$ cat src/rtl/physeq_pkg.sv
package physeq_pkg;

  localparam int PHY_DW = 16;

  // Bit order matters: the port word is {rd, wr, cap_dat, cap_adr, bus[15:0]}.
  typedef struct packed {
    logic              rd;
    logic              wr;
    logic              cap_dat;
    logic              cap_adr;
    logic [PHY_DW-1:0] bus;
  } ctl_word_t;

  typedef enum logic [3:0] {
    ST_IDLE,
    ST_A_PRES,
    ST_A_CAP,
    ST_A_REL,
    ST_D_PRES,
    ST_D_CAP,
    ST_D_REL,
    ST_W_STB,
    ST_W_REL,
    ST_R_STB,
    ST_R_REL,
    ST_DONE
  } step_e;

  // Steps that wait for an acknowledge level.
  function automatic logic is_wait_step(step_e s);
    return s inside {ST_A_CAP, ST_A_REL, ST_D_CAP, ST_D_REL,
                     ST_W_STB, ST_W_REL, ST_R_STB, ST_R_REL};
  endfunction

  // Acknowledge level a wait step is looking for.
  function automatic logic wanted_ack(step_e s);
    return s inside {ST_A_CAP, ST_D_CAP, ST_W_STB, ST_R_STB};
  endfunction

  // Successor of a step once it completes.
  function automatic step_e step_after(step_e s, logic is_wr);
    step_e n;
    case (s)
      ST_A_PRES: n = ST_A_CAP;
      ST_A_CAP:  n = ST_A_REL;
      ST_A_REL:  n = is_wr ? ST_D_PRES : ST_R_STB;
      ST_D_PRES: n = ST_D_CAP;
      ST_D_CAP:  n = ST_D_REL;
      ST_D_REL:  n = ST_W_STB;
      ST_W_STB:  n = ST_W_REL;
      ST_W_REL:  n = ST_DONE;
      ST_R_STB:  n = ST_R_REL;
      ST_R_REL:  n = ST_DONE;
      default:   n = ST_IDLE;
    endcase
    return n;
  endfunction

  // Port word driven during a step.
  function automatic ctl_word_t word_for(step_e s, logic [PHY_DW-1:0] adr,
                                         logic [PHY_DW-1:0] dat);
    ctl_word_t w;
    w = '0;
    case (s)
      ST_A_PRES, ST_A_REL:           w.bus = adr;
      ST_A_CAP: begin
        w.bus     = adr;
        w.cap_adr = 1'b1;
      end
      ST_D_PRES, ST_D_REL, ST_W_REL: w.bus = dat;
      ST_D_CAP: begin
        w.bus     = dat;
        w.cap_dat = 1'b1;
      end
      ST_W_STB:                      w.wr = 1'b1;
      ST_R_STB:                      w.rd = 1'b1;
      default:                       w = '0;
    endcase
    return w;
  endfunction

endpackage

$ cat src/rtl/physeq_poll_timer.sv
module physeq_poll_timer #(
  parameter int PRESCALE = 4,
  parameter int POLLS    = 10
) (
  input  logic clk,
  input  logic rst_n,
  input  logic clear_i,
  input  logic active_i,
  output logic poll_o,
  output logic last_o
);
  localparam int CW = (PRESCALE > 1) ? $clog2(PRESCALE) : 1;
  localparam int PW = $clog2(POLLS + 1);
  localparam logic [CW-1:0] CYC_TOP  = CW'(PRESCALE - 1);
  localparam logic [PW-1:0] POLL_TOP = PW'(POLLS - 1);
  localparam logic [PW-1:0] POLL_MAX = PW'(POLLS);

  logic [CW-1:0] cyc_q;
  logic [PW-1:0] polls_q;

  assign poll_o = active_i && (cyc_q == '0) && (polls_q < POLL_MAX);
  assign last_o = (polls_q == POLL_TOP);

  always_ff @(posedge clk) begin
    if (!rst_n || clear_i) begin
      cyc_q   <= '0;
      polls_q <= '0;
    end else if (active_i) begin
      cyc_q <= (cyc_q == CYC_TOP) ? '0 : cyc_q + 1'b1;
      if (poll_o) polls_q <= polls_q + 1'b1;
    end
  end

  a_r6_poll_bound: assert property (@(posedge clk) disable iff (!rst_n)
    active_i |-> (polls_q <= POLL_MAX));

  generate
    if (PRESCALE > 1) begin : g_spacing
      a_r6_poll_spacing: assert property (@(posedge clk) disable iff (!rst_n)
        (poll_o && !clear_i) |=> !poll_o);
    end
  endgenerate
endmodule

$ cat src/rtl/physeq_rd_hold.sv
module physeq_rd_hold #(
  parameter int W = 16
) (
  input  logic         clk,
  input  logic         rst_n,
  input  logic         take_i,
  input  logic [W-1:0] din_i,
  output logic [W-1:0] dout_o
);
  always_ff @(posedge clk) begin
    if (!rst_n)      dout_o <= '0;
    else if (take_i) dout_o <= din_i;
  end
endmodule

$ cat src/rtl/physeq_step_fsm.sv
module physeq_step_fsm
  import physeq_pkg::*;
(
  input  logic              clk,
  input  logic              rst_n,
  input  logic              start_i,
  input  logic              write_i,
  input  logic [PHY_DW-1:0] addr_i,
  input  logic [PHY_DW-1:0] wdata_i,
  input  logic              ack_i,
  input  logic              poll_i,
  input  logic              last_poll_i,
  output logic              adv_o,
  output logic              wait_o,
  output logic              take_o,
  output logic              busy_o,
  output logic              done_o,
  output logic              error_o,
  output ctl_word_t         ctl_o
);
  step_e             st_q, st_d;
  logic              wr_q, err_q;
  logic [PHY_DW-1:0] addr_q, wdata_q;
  logic              accept, timeout_ev, step_hit;

  assign busy_o  = !(st_q inside {ST_IDLE, ST_DONE});
  assign done_o  = (st_q == ST_DONE);
  assign error_o = done_o && err_q;
  assign wait_o  = is_wait_step(st_q);
  assign accept  = start_i && !busy_o;
  assign ctl_o   = word_for(st_q, addr_q, wdata_q);

  assign step_hit   = wait_o && poll_i && (ack_i == wanted_ack(st_q));
  assign timeout_ev = wait_o && poll_i && !step_hit && last_poll_i;
  assign take_o     = step_hit && (st_q == ST_R_STB);

  always_comb begin
    st_d = st_q;
    case (st_q)
      ST_IDLE, ST_DONE: st_d = accept ? ST_A_PRES : ST_IDLE;
      ST_A_PRES, ST_D_PRES: st_d = step_after(st_q, wr_q);
      default: begin
        if (step_hit)        st_d = step_after(st_q, wr_q);
        else if (timeout_ev) st_d = ST_DONE;
      end
    endcase
  end

  assign adv_o = (st_d != st_q);

  always_ff @(posedge clk) begin
    if (!rst_n) begin
      st_q    <= ST_IDLE;
      wr_q    <= 1'b0;
      err_q   <= 1'b0;
      addr_q  <= '0;
      wdata_q <= '0;
    end else begin
      st_q <= st_d;
      if (accept) begin
        wr_q    <= write_i;
        addr_q  <= addr_i;
        wdata_q <= wdata_i;
        err_q   <= 1'b0;
      end else if (timeout_ev) begin
        err_q <= 1'b1;
      end
    end
  end

  a_r8_fields_held: assert property (@(posedge clk) disable iff (!rst_n)
    busy_o |=> ($stable(addr_q) && $stable(wdata_q) && $stable(wr_q)));

  a_r10_done_pulse: assert property (@(posedge clk) disable iff (!rst_n)
    done_o |=> !done_o);

  a_r10_done_not_busy: assert property (@(posedge clk) disable iff (!rst_n)
    done_o |-> !busy_o);
endmodule

$ cat src/rtl/phy_cport_master.sv
module phy_cport_master
  import physeq_pkg::*;
#(
  parameter int PRESCALE = 4,
  parameter int POLLS    = 10
) (
  input  logic        clk,
  input  logic        rst_n,
  input  logic        req_start,
  input  logic        req_write,
  input  logic [15:0] req_addr,
  input  logic [15:0] req_wdata,
  output logic        req_busy,
  output logic        req_done,
  output logic [15:0] req_rdata,
  output logic        req_error,
  output logic [15:0] phy_bus,
  output logic        phy_cap_addr,
  output logic        phy_cap_data,
  output logic        phy_wr,
  output logic        phy_rd,
  input  logic        phy_ack,
  input  logic [15:0] phy_rdata
);
  ctl_word_t ctl;
  logic      step_adv, in_wait, poll_now, last_poll, take_rd;

  physeq_step_fsm i_fsm (
    .clk         (clk),
    .rst_n       (rst_n),
    .start_i     (req_start),
    .write_i     (req_write),
    .addr_i      (req_addr),
    .wdata_i     (req_wdata),
    .ack_i       (phy_ack),
    .poll_i      (poll_now),
    .last_poll_i (last_poll),
    .adv_o       (step_adv),
    .wait_o      (in_wait),
    .take_o      (take_rd),
    .busy_o      (req_busy),
    .done_o      (req_done),
    .error_o     (req_error),
    .ctl_o       (ctl)
  );

  physeq_poll_timer #(.PRESCALE(PRESCALE), .POLLS(POLLS)) i_timer (
    .clk      (clk),
    .rst_n    (rst_n),
    .clear_i  (step_adv),
    .active_i (in_wait),
    .poll_o   (poll_now),
    .last_o   (last_poll)
  );

  physeq_rd_hold #(.W(PHY_DW)) i_hold (
    .clk    (clk),
    .rst_n  (rst_n),
    .take_i (take_rd),
    .din_i  (phy_rdata),
    .dout_o (req_rdata)
  );

  assign phy_bus      = ctl.bus;
  assign phy_cap_addr = ctl.cap_adr;
  assign phy_cap_data = ctl.cap_dat;
  assign phy_wr       = ctl.wr;
  assign phy_rd       = ctl.rd;

  a_r5_one_strobe: assert property (@(posedge clk) disable iff (!rst_n)
    $onehot0({phy_cap_addr, phy_cap_data, phy_wr, phy_rd}));

  a_r5_strobe_bus_zero: assert property (@(posedge clk) disable iff (!rst_n)
    (phy_wr || phy_rd) |-> (phy_bus == '0));

  a_r2_addr_presented_first: assert property (@(posedge clk) disable iff (!rst_n)
    $rose(phy_cap_addr) |-> ($past(phy_bus) == phy_bus));

  a_r7_done_quiet: assert property (@(posedge clk) disable iff (!rst_n)
    req_done |-> (phy_bus == '0 && !phy_cap_addr && !phy_cap_data &&
                  !phy_wr && !phy_rd && !req_busy));

  a_r7_error_with_done: assert property (@(posedge clk) disable iff (!rst_n)
    req_error |-> req_done);

  a_r9_rdata_hold: assert property (@(posedge clk) disable iff (!rst_n)
    !req_busy |=> $stable(req_rdata));
endmodule

$ cat config.mk
export PLATFORM = sky130hd
export DESIGN_NAME = phy_cport_master
export DESIGN_NICKNAME = d
export VERILOG_FILES = /design/src/rtl/physeq_pkg.sv /design/src/rtl/physeq_poll_timer.sv /design/src/rtl/physeq_rd_hold.sv /design/src/rtl/physeq_step_fsm.sv /design/src/rtl/phy_cport_master.sv
export SDC_FILE = /design/constraint.sdc
export NUM_CORES = 1
export LEC_CHECK = 0
export BUFFER_PORTS_ARGS = -buffer_cell sky130_fd_sc_hd__buf_2
export CELL_PAD_IN_SITES_DETAIL_PLACEMENT = 1
export CELL_PAD_IN_SITES_GLOBAL_PLACEMENT = 1
export CORE_ASPECT_RATIO = 0.8
export CORE_MARGIN = 2
export CORE_UTILIZATION = 39
export DETAILED_ROUTE_END_ITERATION = 7
export PLACE_DENSITY_LB_ADDON = 0.1
export SYNTH_ARGS = -nofsm -noshare
export SYNTH_HDL_FRONTEND = slang
export SYNTH_SLANG_ARGS = --single-unit
$ cat constraint.sdc
create_clock -name clk -period 2.89 [get_ports clk]
set_clock_uncertainty 0.15 [all_clocks]
set_input_delay 0.289 -clock clk [delete_from_list [all_inputs] [get_ports clk]]
set_output_delay 0.289 -clock clk [all_outputs]
set_load 0.02 [all_outputs]
**After elaboration in Yosys (flattened, before gate mapping)**

Index checks and enable logic that the tools add are counted.

- Add/sub/neg operators: 2
- Magnitude comparators: 1
- Eq/ne operators: 15
- Mux-type cells: 12
- Bitwise operators: 1
- Reductions and logical operators: 25

Operators with widths:

| kind | number |
|---|---|
| $pmux W4 S9 | 1 |
| $pmux W16 S2 | 1 |
| $eq A4 B4 Y1 const B | 5 |
| $eq A4 B3 Y1 const B | 4 |
| $mux W4 | 3 |
| $logic_and A1 B1 Y1 | 9 |
| $eq A4 B2 Y1 const B | 2 |
| $pmux W4 S2 | 1 |
| $reduce_bool A8 Y1 | 1 |
| $reduce_or A2 Y1 | 4 |
| $mux W1 | 5 |
| $add A4 B1 Y4 const B | 1 |
| $eq A4 B1 Y1 const B | 1 |
| $logic_not A4 Y1 | 1 |
| $lt A4 B4 Y1 const B | 1 |
| $ne A4 B4 Y1 | 1 |
| $reduce_bool A4 Y1 | 1 |
| $reduce_or A4 Y1 | 1 |
| $logic_not A1 Y1 | 3 |
| $reduce_or A3 Y1 | 1 |
| $add A2 B1 Y2 const B | 1 |
| $eq A2 B2 Y1 const B | 1 |
| $logic_not A2 Y1 | 1 |
| $mux W2 | 1 |
| 5 further kinds | 5 |

- Register bits after elaboration: 60
- Input port bits: 53
- Output and inout port bits: 39

**Depth between registers and ports, before layout**

Gate-level depths: netlist of run 1.

- Depth after elaboration: 14
- Depth in mapped cells: 9
- Mapped depth without buffers: 8

**Cells and area by module**

From an unflattened synthesis of run 1, not the netlist that was laid out.

- Cells, all modules: 362
- Area total of the unflattened synthesis: 3131.8 µm²

By module, submodules not included:

| module | instances | cells each | area each (µm²) | sequential area each (µm²) |
|---|---|---|---|---|
| physeq_step_fsm | 1 | 273 | 2170.8 | 760.7 |
| physeq_rd_hold | 1 | 51 | 615.6 | 320.3 |
| physeq_poll_timer | 1 | 38 | 345.3 | 120.1 |

**Worst setup path before layout of run 1**

No wires, ideal clock.

- Path kind: reg-to-reg
- From: reg i_fsm.st_q[1]
- To: reg i_timer.cyc_q[0]
- Library setup time: 74 ps
- Data arrival time: 2011 ps
- Data required time: 2666 ps
- Slack: 656 ps
- Stages on the path, launching flop included: 8
- Path buffers: 1
- Clock period less this slack: 2234 ps
- Path through: dfxtp_1 buf_2 nor4b_2 nor3_2 xor2_1 o21a_4 a21o_4 nor3_2

- Cells in the longest elaborated chain, start to end: 14
- Elaborated cells between the ends (all ways): 34

Ends and longest elaborated chain:

| element | line | source |
|---|---|---|
| from (decl) | physeq_step_fsm.sv:21 | `step_e st_q, st_d;` |
| from (signal assigned) | physeq_step_fsm.sv:59 | `st_q <= st_d;` |
| $eq A4 B2 Y1 (tied with other cells) | physeq_pkg.sv:31, physeq_pkg.sv:37, physeq_pkg.sv:43 |  |
| $reduce_bool A8 Y1 | physeq_pkg.sv:31 | `return s inside {ST_A_CAP, ST_A_REL, ST_D_CAP, ST_D_REL,` |
| $logic_and A1 B1 Y1 (2 in a row) | physeq_poll_timer.sv:21 | `assign poll_o = active_i && (cyc_q == '0) && (polls_q < POLL_MAX);` |
| $logic_and A1 B1 Y1 | physeq_step_fsm.sv:33, physeq_step_fsm.sv:34 |  |
| $logic_and A1 B1 Y1 | physeq_step_fsm.sv:33 | `assign step_hit = wait_o && poll_i && (ack_i == wanted_ack(st_q));` |
| $logic_not A1 Y1 | physeq_step_fsm.sv:34 | `assign timeout_ev = wait_o && poll_i && !step_hit && last_poll_i;` |
| $logic_and A1 B1 Y1 (2 in a row) | physeq_step_fsm.sv:34 |  |
| $mux W4 | physeq_step_fsm.sv:44 | `else if (timeout_ev) st_d = ST_DONE;` |
| $mux W4 | physeq_step_fsm.sv:43 | `if (step_hit) st_d = step_after(st_q, wr_q);` |
| $pmux W4 S2 | physeq_step_fsm.sv:39 | `case (st_q)` |
| $ne A4 B4 Y1 | physeq_step_fsm.sv:49 | `assign adv_o = (st_d != st_q);` |
| $logic_or A1 B1 Y1 | physeq_poll_timer.sv:25 | `if (!rst_n \|\| clear_i) begin` |
| to (signal assigned) | physeq_poll_timer.sv:29 | `cyc_q <= (cyc_q == CYC_TOP) ? '0 : cyc_q + 1'b1;` |
| to (decl) | physeq_poll_timer.sv:18 | `logic [CW-1:0] cyc_q;` |

Several ways; a longest one is shown, not always the timed one.
A chain may end at the register's enable or synchronous reset.

**Worst setup path after layout of run 1**

- From: reg i_fsm.st_q[3]
- To: out phy_bus[13]

- Cells in the longest elaborated chain, start to end: 3
- Elaborated cells between the ends (all ways): 10

Ends and longest elaborated chain:

| element | line | source |
|---|---|---|
| $eq A4 B3 Y1 (tied with other cells) | physeq_pkg.sv:64 | `case (s)` |
| $reduce_or A4 Y1 (no line) or $reduce_or A3 Y1 (tied branches) | -- |  |
| $pmux W16 S2 * | physeq_pkg.sv:64 |  |
| to (decl) | phy_cport_master.sv:17 | `output logic [15:0] phy_bus,` |

Every way passes the cells marked *; elsewhere a longest branch is shown, timed or not.

==> results of run 1 <==
-- layout by cell type (no fill, tap or decap), drive strengths merged, types with 2 or more instances in the layout --
| cell type | Yosys | final |
|---|---|---|
| a21boi | 49 | 49 |
| a21o | 2 | 2 |
| a21oi | 3 | 3 |
| a22o | 16 | 16 |
| a31oi | 5 | 5 |
| and2 | 4 | 4 |
| and3 | 2 | 2 |
| and3b | 3 | 3 |
| buf | 13 | 98 |
| clkbuf | 14 | 9 |
| clkinv | 0 | 4 |
| dfxtp | 60 | 60 |
| ha | 4 | 4 |
| inv | 6 | 6 |
| nand2 | 108 | 108 |
| nand3 | 7 | 7 |
| nor2 | 11 | 11 |
| nor3 | 11 | 11 |
| nor3b | 3 | 3 |
| nor4 | 3 | 3 |
| o21a | 3 | 3 |
| o21ai | 11 | 11 |
| o31ai | 2 | 2 |
| xnor2 | 2 | 2 |
| xor2 | 2 | 2 |
-- sequential cells by signal, indices dropped and copies added, names as in the netlist --
signal           flops
i_fsm.st_q           4
i_fsm.err_q          1
i_fsm.wdata_q       16
i_hold.dout_o       16
i_timer.cyc_q        2
i_timer.polls_q      4
i_fsm.wr_q           1
i_fsm.addr_q        16
-- per-layer routing --
metal	global-route usage	part of all wire
met1	0.257	0.48
met2	0.314	0.46
met3	0.0374	0.047
met4	0.0781	0.018
met5	0	0
-- power breakdown --
part	internal [W]	switching (W)	leakage (nW)
logic	0.000196	0.000318	0.961
registers	0.000892	0.0000564	0.489
clock network	0.000298	0.000327	0.0807
-- worst reg2reg max path, delay by kind of cell (launching register included) --
family          cells  cell delay [ns]
buf+inv             1             0.19
simple gates        2             0.26
compound gates      4             1.10
flops               1             0.71
-- metrics by stage --
step	area (um^2)	hold WS [ns]	setup WS, ns	std cells
after floorplan	2920	0.278	0.656	356
after global placement	3410	0.287	0.480	517
after detailed placement	3410	0.304	0.412	517
after CTS	3570	0.0279	0.151	531
after global routing	3570	0.0451	0.0309	531
final	3570	0.0475	0.147	531
-- kinds of logic (layout without fill, tap and decap cells) --
group / Yosys count / count (layout) / share of synthesized area
AND/OR/NAND/NOR: 158 / 158 / 0.254
AO/OA/AOI/OAI: 96 / 96 / 0.250
flip-flops: 60 / 60 / 0.411
buffers and inverters: 33 / 118 / 0.0531
adder cells (fa/ha/maj): 4 / 4 / 0.0171
XOR/XNOR: 4 / 4 / 0.0120
multiplexers: 1 / 1 / 0.00343
-- final timing paths --
| check | startpoint | end | slack, ns | cells past startpoint |
|---|---|---|---|---|
| max reg2reg | i_fsm.st_q[0] | i_timer.cyc_q[0] | 0.41 | 7 |
| min reg2reg | i_hold.dout_o[5] | i_hold.dout_o[5] | 0.31 | 2 |
| min | req_wdata[3] | i_fsm.wdata_q[3] | 0.05 | 3 |
| max | i_fsm.st_q[3] | phy_bus[13] | 0.15 | 6 |
-- synthesized netlist by cell type, types with 3 or more instances --
master | number | area share
sky130_fd_sc_hd__nand3_1 | 5 | 0.0086
sky130_fd_sc_hd__buf_2 | 9 | 0.015
sky130_fd_sc_hd__inv_1 | 6 | 0.0077
sky130_fd_sc_hd__a21boi_1 | 3 | 0.0077
sky130_fd_sc_hd__nor3_1 | 5 | 0.0086
sky130_fd_sc_hd__a21boi_0 | 46 | 0.12
sky130_fd_sc_hd__a31oi_1 | 5 | 0.011
sky130_fd_sc_hd__ha_1 | 4 | 0.017
sky130_fd_sc_hd__dfxtp_1 | 60 | 0.41
sky130_fd_sc_hd__a22o_1 | 16 | 0.048
sky130_fd_sc_hd__nand2_1 | 108 | 0.14
sky130_fd_sc_hd__nor3_2 | 6 | 0.021
sky130_fd_sc_hd__o21ai_0 | 11 | 0.019
sky130_fd_sc_hd__buf_4 | 3 | 0.0077
sky130_fd_sc_hd__nor4_1 | 3 | 0.0064
sky130_fd_sc_hd__a21oi_1 | 3 | 0.0051
sky130_fd_sc_hd__nor2_1 | 11 | 0.014
sky130_fd_sc_hd__clkbuf_1 | 13 | 0.017
sky130_fd_sc_hd__and2_1 | 4 | 0.0086
sky130_fd_sc_hd__nor3b_1 | 3 | 0.0077
-- area by class of cell --
class	count	area, um^2	area share
repair buffers	98	508	0.142
clock inverters	5	31.3	0.00876
flip-flops and latches	60	1200	0.336
well taps	90	113	0.0315
inverters	6	22.5	0.00631
multi-input cells	263	1570	0.440
clock buffers	9	124	0.0347
==> results.txt, run 1 <==
----------------------------------------------------
[Global routing]
  Global-route wire length before repair ... 12600 um
  GRT Total Usage ... 0.194
  Antenna violations before repair ... 0
  Global route overflow ... 0
  Number of global-route vias before repair ... 2645
  Pin count of the biggest net entering global routing ... 35

[STA]
  Timing-limited maximum frequency ... 0.365 GHz
  Worst-Margin Slew ... 0.616 ns
  Unrepaired setup endpoints after global routing ... false
  Final slew viol count ... 0
  Total negative slack ... 0 ns
  Post-route minimum period ... 2.74 ns
  Final number of setup-violating endpoints ... 0
  Crit share post-route ... 0.949
  Worst slew margin ... 0.589
  Number of endpoints with negative hold slack in the final report ... 0

[Place]
  DP HPWL ... 5570 um
  Routability-driven placement congestion ratio ... 0.814
  Number of port buffers ... 91

[Power and ir drop]
  Total Power Consumption ... 0.00209 W
  Power density of the placed cells ... 585 nW/um^2
  Worst IR drop on VDD ... 0.479 mV
  Standby leakage power ... 1.53 nW

[Clock tree]
  Post-CTS Hold Buffers ... 0
  CTS buffer count ... 9
  Clock Path Buffers ... 2
  Clock net sink count ... 60
  CTS H-tree lvls ... 3
  Clock latency of the later-clocked register in the worst-skew pair ... 0.33 ns
  TritonCTS clock tree ... yes
  # resized after CTS ... 0
  Clk slew on worst S/H paths ... 0.07 ns
  # Post-CTS Setup Buffers ... 0
  Clock root cell ... sky130_fd_sc_hd__clkbuf_8

[Synth]
  Number of cells produced by synthesis ... 356
  Primary flip-flop cell chosen by synthesis mapping ... sky130_fd_sc_hd__dfxtp_1
  Asr flop ratio synth ... 0
  Synth Area per Inst ... 8.21 um^2
  Total of flip-flops plus latches after synthesis ... 60
  Sequential area share after synthesis ... 0.411
  Synthesized cell area ... 2920 um^2
  EDFF count, synth ... 0
  Warning count from the yosys run ... 0
  Post-Syn Nets ... 413
  Library cells used by synthesis ... 45

[Route]
  Drt first pass iters ... 4
  Antenna-violating nets left ... 0
  Total via count in the routed design ... 2764
  Remaining routing DRC violations ... 0
  DRC marker count from the first detailed-route iteration ... 104
  Average wire per standard cell ... 14.8 um
  Detailed-route vias per instance ... 5.21
  Overall routed net length ... 7870 um

[Floorplanning]
  Starting utilization of the core area ... 0.399
  Die width ... 101 um
  Full die area ... 8200 um^2
  I/O pin count ... 92
  Area of the core ... 7320 um^2
  Row cnt ... 28
  Die Span Y ... 81.4 um

[Setup path]
  Family with the most delay on the worst path ... flip-flops
  Critical-path cell list ... nor3b_1, nor2_1, o22ai_1, buf_4, a22o_1, buf_2
  Critical path class ... register to output port
  Critical path buffers and inverters ... 2
  Worst path slowest cell ... sky130_fd_sc_hd__dfxtp_1
  Endpoint class of the critical path ... output port
  Largest stage delay on the critical path ... 0.66 ns
  Highest fanout seen on the critical path ... 17
  Required time of the critical path ... 2.45 ns
  Element type at the critical path start ... register
  CP arrival ... 2.30 ns

[Job]
  Reported max-cap violation count ... 0

[Layout]
  ANT cells ... 0
  Fraction of layout cells with a size suffix above 1 ... 0.290
  Filler Cells Inserted ... 920
  Final net count ... 495
  Core occupancy in the finished layout ... 0.488
  Growth of design area from synthesis to finish ... 22.2%

[Min path]
  Class of the worst hold path ... input pin to register

[Run status]
  Outcome ... complete, no violations

----------------------------------------------------
No activity file was read; power rests on OpenSTA's default activity.
==> inputs of run 2 (changes only) <==
--- a/config.mk
+++ b/config.mk
@@ -5,7 +5,7 @@
 export SDC_FILE = /design/constraint.sdc
 export NUM_CORES = 1
 export LEC_CHECK = 0
-export BUFFER_PORTS_ARGS = -buffer_cell sky130_fd_sc_hd__buf_2
+export BUFFER_PORTS_ARGS = -buffer_cell sky130_fd_sc_hd__clkbuf_2
 export CELL_PAD_IN_SITES_DETAIL_PLACEMENT = 1
 export CELL_PAD_IN_SITES_GLOBAL_PLACEMENT = 1
 export CORE_ASPECT_RATIO = 0.8
==> results.txt, run 2 (synthesis gave the netlist of run 1 again) <==
----------------------------------------------------
[STA]
  Final slew viol count ... 0
  Total negative slack ... 0 ns
  Worst-Margin Slew ... 0.661 ns
  Crit path setup slack, layout ... 0.262 ns
  Number of endpoints with negative hold slack in the final report ... 0
  Final number of setup-violating endpoints ... 0
  Hold WS ... 0.0304 ns
  Unrepaired setup endpoints after global routing ... false
  Crit share post-route ... 0.909
  Post-route minimum period ... 2.63 ns
  Timing-limited maximum frequency ... 0.381 GHz
  Worst slew margin ... 0.558

[Place]
  Number of port buffers ... 91
  Routability-driven placement congestion ratio ... 0.851
  DP HPWL ... 5630 um
  Placement Setup Slack ... 0.352 ns
  Cell Area, Placed ... 3420 um^2

[Global routing]
  Met1 usage in global routing ... 0.257
  Global routing's busiest layer ... met2
  Global routing met3 resource utilization ... 0.0494
  Antenna violations before repair ... 0
  Global route overflow ... 0
  GRT Total Usage ... 0.193
  Routing usage on met2 ... 0.305
  Pin count of the biggest net entering global routing ... 55
  Number of global-route vias before repair ... 2621
  Global-route wire length before repair ... 12400 um

[Setup path]
  Slack of the worst reg-to-reg path ... 0.39 ns
  CP arrival ... 2.19 ns
  Critical path class ... register to output port
  Element type at the critical path start ... register
  Highest fanout seen on the critical path ... 17
  Required time of the critical path ... 2.45 ns
  Endpoint of the lowest-slack register-to-register path ... i_timer.polls_q[3]
  Startpoint of the worst register-to-register path ... i_fsm.st_q[3]
  FF-to-FF path depth ... 7
  Endpoint class of the critical path ... output port

[Power and ir drop]
  Power density of the placed cells ... 616 nW/um^2
  Standby leakage power ... 1.53 nW
  Worst IR drop on VDD ... 0.276 mV
  Total Power Consumption ... 0.00224 W

[Route]
  Detailed-route vias per instance ... 5.13
  Antenna-violating nets left ... 0
  Total via count in the routed design ... 2741
  DRC marker count from the first detailed-route iteration ... 87
  Drt first pass iters ... 4
  Average wire per standard cell ... 14.7 um
  Remaining routing DRC violations ... 0
  Overall routed net length ... 7860 um

[Clock tree]
  Clock net sink count ... 60
  CTS buffer count ... 9
  TritonCTS clock tree ... yes
  Post-CTS Hold Buffers ... 0
  Clk slew on worst S/H paths ... 0.07 ns
  CTS H-tree lvls ... 3
  Clock Path Buffers ... 2
  # Post-CTS Setup Buffers ... 0
  Clock root cell ... sky130_fd_sc_hd__clkbuf_8
  Clock latency of the later-clocked register in the worst-skew pair ... 0.33 ns

[Layout]
  Area of combinational cells with multiple inputs ... 1580 um^2
  ANT cells ... 0
  Final instance area ... 3630 um^2
  Sequential standard cell area ... 1200 um^2
  Growth of design area from synthesis to finish ... 24.2%
  Most frequent cells in the layout ... 108 x sky130_fd_sc_hd__nand2_1, 91 x sky130_fd_sc_hd__clkbuf_2, 60 x sky130_fd_sc_hd__dfxtp_1, 46 x sky130_fd_sc_hd__a21boi_0, 16 x sky130_fd_sc_hd__a22o_1
  Commonest non-fill, non-tap cell in the layout ... sky130_fd_sc_hd__nand2_1
  Biggest registers after layout ... i_fsm.addr_q x16, i_fsm.wdata_q x16, i_hold.dout_o x16
  Filler Cells Inserted ... 902
  Fraction of layout cells with a size suffix above 1 ... 0.295
  Final net count ... 496

[Floorplanning]
  Die Span Y ... 81.4 um
  I/O pin count ... 92
  Row cnt ... 28
  Area of the core ... 7320 um^2
  Starting utilization of the core area ... 0.399
  Die width ... 101 um
  Full die area ... 8200 um^2

[Job]
  Reported max-cap violation count ... 0

[Min path]
  Class of the worst hold path ... input pin to register
  Hold Crit Endpoint ... i_hold.dout_o[5]
  Launch instance of the worst min-delay path ... phy_rdata[5]
  Hold path depth ... 3

[Run status]
  Outcome ... complete, no violations

----------------------------------------------------
[run 2: worst max-delay path, stage by stage, from the launching register on]
cell,delay [ns]
sky130_fd_sc_hd__dfxtp_1,0.66
sky130_fd_sc_hd__nor3b_2,0.38
sky130_fd_sc_hd__nor2_1,0.07
sky130_fd_sc_hd__o22ai_1,0.14
sky130_fd_sc_hd__buf_4,0.26
sky130_fd_sc_hd__a22o_1,0.18
sky130_fd_sc_hd__clkbuf_2,0.17
[run 2: cell type report]
class,count,area share
Multi-Input combinational cell,263,0.434
Sequential cell,60,0.331
Timing Repair Buffer,99,0.142
Clock buffer,11,0.0390
Tap cell,90,0.0310
Clock inverter,5,0.0166
Inverter,6,0.00621
[run 2: repair_timing]
action                                  4_1_cts  5_1_grt
resized for setup                             0        1
endpoints found under the setup margin        0       16
hold endpoints to repair                      0        0
[run 2: per-layer routing]
layer / vias to the layer above / part of all wire / routed length [um]
li1: 1379 / - / -
met1: 1279 / 0.48 / 3780
met2: 72 / 0.46 / 3600
met3: 11 / 0.047 / 367
met4: 0 / 0.014 / 112
met5: - / 0 / 0
[run 2: worst max path at each step]
| stage | to | slack [ns] | startpoint | depth (start not counted) |
|---|---|---|---|---|
| floorplan | i_timer.cyc_q[0] | 0.66 | i_fsm.st_q[1] | 7 |
| global placement | i_hold.dout_o[0] | 0.46 | i_fsm.st_q[3] | 6 |
| detailed placement | i_hold.dout_o[2] | 0.35 | i_fsm.st_q[3] | 6 |
| CTS | phy_bus[13] | 0.1 | i_fsm.st_q[3] | 6 |
| global route | phy_bus[13] | 0.08 | i_fsm.st_q[3] | 6 |
| finish | phy_bus[13] | 0.26 | i_fsm.st_q[3] | 6 |
[run 2: metrics by stage]
stage / std cells / util
after global routing: 534 / 0.496
final: 534 / 0.496
after floorplan: 356 / -
after CTS: 534 / 0.495
after global placement: 518 / 0.467
after detailed placement: 518 / 0.467
[run 2: power by group]
part           internal, W  switching, W  total [W]
Sequential        0.000892     0.0000575   0.000949
Clock             0.000425      0.000339   0.000764
Combinational     0.000200      0.000324   0.000523
==> inputs of run 3 (changes only) <==
--- a/config.mk
+++ b/config.mk
@@ -10,9 +10,10 @@
 export CELL_PAD_IN_SITES_GLOBAL_PLACEMENT = 1
 export CORE_ASPECT_RATIO = 0.8
 export CORE_MARGIN = 2
-export CORE_UTILIZATION = 39
+export CORE_UTILIZATION = 40
 export DETAILED_ROUTE_END_ITERATION = 7
 export PLACE_DENSITY_LB_ADDON = 0.1
 export SYNTH_ARGS = -nofsm -noshare
 export SYNTH_HDL_FRONTEND = slang
+export SYNTH_HIERARCHICAL = 1
 export SYNTH_SLANG_ARGS = --single-unit
==> results.txt, run 3 <==
----------------------------------------------------
[Route]
  Detailed-route vias per instance ... 5.10
  Overall routed net length ... 8490 um
  DRC marker count from the first detailed-route iteration ... 122
  Total via count in the routed design ... 2870
  Drt first pass iters ... 4
  Average wire per standard cell ... 15.1 um
  Remaining routing DRC violations ... 0
  Top routing layer used ... met4
  Antenna-violating nets left ... 0
  Met3 wire length ... 563 um
  Routed wl met2 ... 3730 um
  WL met1 ... 4080 um

[Min path]
  Class of the worst hold path ... input pin to register
  Launch instance of the worst min-delay path ... req_wdata[15]
  Hold Crit Endpoint ... i_fsm/wdata_q[15]
  Hold path depth ... 3

[Synth]
  Top post-synthesis cells by area ... sky130_fd_sc_hd__dfxtp_1 38%, sky130_fd_sc_hd__nand2_1 7.3%, sky130_fd_sc_hd__a21boi_1 7.0%, sky130_fd_sc_hd__mux2i_1 6.1%, sky130_fd_sc_hd__a22o_1 4.5%
  Number of cells produced by synthesis ... 362
  EDFF count, synth ... 0
  Library cells used by synthesis ... 54
  Warning count from the yosys run ... 6
  Synthesized cell area ... 3130 um^2
  Asr flop ratio synth ... 0
  Total of flip-flops plus latches after synthesis ... 60
  Top cells by count, synth ... 61 x sky130_fd_sc_hd__nand2_1, 60 x sky130_fd_sc_hd__dfxtp_1, 29 x sky130_fd_sc_hd__a21boi_1, 21 x sky130_fd_sc_hd__nand2_2
  Cell type contributing the most total cell area after synthesis ... sky130_fd_sc_hd__dfxtp_1
  Synth Area per Inst ... 8.65 um^2
  Post-Syn Nets ... 419
  Top cell type's share of synthesized area ... 0.384
  Sequential area share after synthesis ... 0.384
  Most numerous cell in the Yosys netlist ... sky130_fd_sc_hd__nand2_1
  Primary flip-flop cell chosen by synthesis mapping ... sky130_fd_sc_hd__dfxtp_1

[Setup path]
  Crit. path cell count ... 12
  Family with the most delay on the worst path ... compound AO/OA/AOI/OAI gates
  Element type at the critical path start ... register
  FF-to-FF path depth ... 12
  Endpoint of the lowest-slack register-to-register path ... i_timer/polls_q[0]
  Most frequent cell on the critical path ... sky130_fd_sc_hd__o21ai_0
  Required time of the critical path ... 2.96 ns
  Critical path class ... register to register
  Endpoint class of the critical path ... register
  Slack of the worst reg-to-reg path ... 0.24 ns
  Highest fanout seen on the critical path ... 7
  Worst path slowest cell ... sky130_fd_sc_hd__dfxtp_1
  Critical path buffers and inverters ... 0
  CP arrival ... 2.73 ns
  Critical-path cell list ... a21o_1, a21oi_2, nand2_2, nor2_2, o21ai_0, a211oi_1, o21ai_0, nor4b_1, nand3_1, nand2b_2, nor2_1, mux2_4
  Startpoint of the worst register-to-register path ... i_fsm/st_q[2]
  Largest stage delay on the critical path ... 0.34 ns

[Floorplanning]
  Full die area ... 8560 um^2
  Die width ... 103 um
  I/O pin count ... 92
  Die Span Y ... 83.1 um
  Row cnt ... 28
  Starting utilization of the core area ... 0.418
  Area of the core ... 7500 um^2

[Job]
  Reported max-cap violation count ... 0

[Clock tree]
  Clock latency of the later-clocked register in the worst-skew pair ... 0.33 ns
  Clock net sink count ... 60
  # Post-CTS Setup Buffers ... 0
  CTS H-tree lvls ... 3
  Clock Path Buffers ... 2
  # resized after CTS ... 0
  Post-CTS Hold Buffers ... 0
  CTS buffer count ... 9
  Clock root cell ... sky130_fd_sc_hd__clkbuf_8
  Clk slew on worst S/H paths ... 0.07 ns
  TritonCTS clock tree ... yes

[Place]
  Cell total after placement ... 547
  Routability-driven placement congestion ratio ... 0.882
  Number of port buffers ... 91
  DP HPWL ... 6200 um

[Global routing]
  Antenna violations before repair ... 0
  GRT Total Usage ... 0.206
  Number of global-route vias before repair ... 2891
  Global route overflow ... 0
  Global-route wire length before repair ... 14000 um
  Pin count of the biggest net entering global routing ... 35

[STA]
  Unrepaired setup endpoints after global routing ... false
  Worst slew margin ... 0.687
  Number of endpoints with negative hold slack in the final report ... 0
  Worst-Margin Slew ... 0.470 ns
  Final slew viol count ... 0
  Hold WS ... 0.0218 ns
  Timing-limited maximum frequency ... 0.377 GHz
  Final number of setup-violating endpoints ... 0
  Post-route minimum period ... 2.65 ns
  Crit share post-route ... 0.918
  Total negative slack ... 0 ns

[Layout]
  Biggest registers after layout ... i_fsm/addr_q x16, i_fsm/wdata_q x16, i_hold/dout_o x16
  Commonest non-fill, non-tap cell in the layout ... sky130_fd_sc_hd__clkbuf_2
  Final net count ... 510
  Most frequent cells in the layout ... 91 x sky130_fd_sc_hd__clkbuf_2, 61 x sky130_fd_sc_hd__nand2_1, 60 x sky130_fd_sc_hd__dfxtp_1, 29 x sky130_fd_sc_hd__a21boi_1, 21 x sky130_fd_sc_hd__nand2_2
  Fraction of layout cells with a size suffix above 1 ... 0.349
  Growth of design area from synthesis to finish ... 25.8%
  Core occupancy in the finished layout ... 0.525
  Non-filler instance count after layout ... 563
  ANT cells ... 0

[Run status]
  Outcome ... complete, no violations

[Power and ir drop]
  Worst IR drop on VDD ... 0.459 mV
  Power density of the placed cells ... 837 nW/um^2
  Total Power Consumption ... 0.00330 W
  Standby leakage power ... 1.63 nW

----------------------------------------------------
run 3: changes by cell type after synthesis, moves of 7 or more:
cell	previous run	this run
sky130_fd_sc_hd__nand2_1	108	61
sky130_fd_sc_hd__nand2_2	0	21
sky130_fd_sc_hd__mux2i_1	1	19
sky130_fd_sc_hd__nor2_1	11	19
sky130_fd_sc_hd__a21boi_0	46	4
sky130_fd_sc_hd__nor2b_1	1	19
sky130_fd_sc_hd__a21boi_1	3	29
sky130_fd_sc_hd__a21oi_1	3	10
run 3: power breakdown:
part	switching (W)	internal, W	leakage, nW
clock	0.000333	0.000569	0.115
combinational	0.000842	0.000496	1.02
sequential	0.0000958	0.000962	0.488
total	0.00127	0.00203	1.63
run 3: worst max path at each step:
stage / slack, ns / from / end
detailed placement: 0.17 / i_fsm/st_q[2] / i_timer/polls_q[0]
finish: 0.24 / i_fsm/st_q[2] / i_timer/polls_q[0]
global route: 0.05 / i_fsm/st_q[2] / i_timer/polls_q[0]
floorplan: 0.03 / i_fsm/st_q[1] / i_timer/polls_q[0]
CTS: 0.17 / i_fsm/st_q[2] / i_timer/polls_q[0]
global placement: 0.32 / i_fsm/st_q[1] / i_timer/polls_q[0]
run 3: kinds of logic after synthesis:
kind of cell | count (synthesis) | share of synthesized area
AOI/OAI and AO/OA | 91 | 0.213
buffers and inverters | 36 | 0.0667
adders and majority gates | 4 | 0.0160
and+or+nand+nor | 150 | 0.252
xor gates and xnor gates | 1 | 0.00280
muxes | 20 | 0.0655
DFF | 60 | 0.384
run 3: worst register-to-register path: stages, from the launching register on:
cell                       delay [ns]
sky130_fd_sc_hd__dfxtp_1         0.34
sky130_fd_sc_hd__a21o_1          0.21
sky130_fd_sc_hd__a21oi_2         0.18
sky130_fd_sc_hd__nand2_2         0.07
sky130_fd_sc_hd__nor2_2          0.28
sky130_fd_sc_hd__o21ai_0         0.15
sky130_fd_sc_hd__a211oi_1        0.24
sky130_fd_sc_hd__o21ai_0         0.14
sky130_fd_sc_hd__nor4b_1         0.17
sky130_fd_sc_hd__nand3_1         0.09
sky130_fd_sc_hd__nand2b_2        0.20
sky130_fd_sc_hd__nor2_1          0.06
sky130_fd_sc_hd__mux2_4          0.26
run 3: final cells by class:
cell class              count  area [um^2]
clock inverters             7          115
well taps                 105          131
flip-flops and latches     60         1200
fillers                   944         3560
repair buffers            107          588
inverters                   9         33.8
clock buffers               9          124
multi-input cells         266         1750
run 3: per-stage QoR:
step / area (um^2) / worst slack [ns]
5_1_grt: 3940 / 0.0513
2_1_floorplan: 3140 / 0.0301
4_1_cts: 3940 / 0.172
3_3_place_gp: 3700 / 0.315
3_5_place_dp: 3700 / 0.174
6_report: 3940 / 0.236
run 3: metal layers:
metal,track usage,vias to the layer above
met3,0.0589,14
met5,0,-
li1,-,1423
met1,0.275,1343
met4,0.0610,0
met2,0.322,90
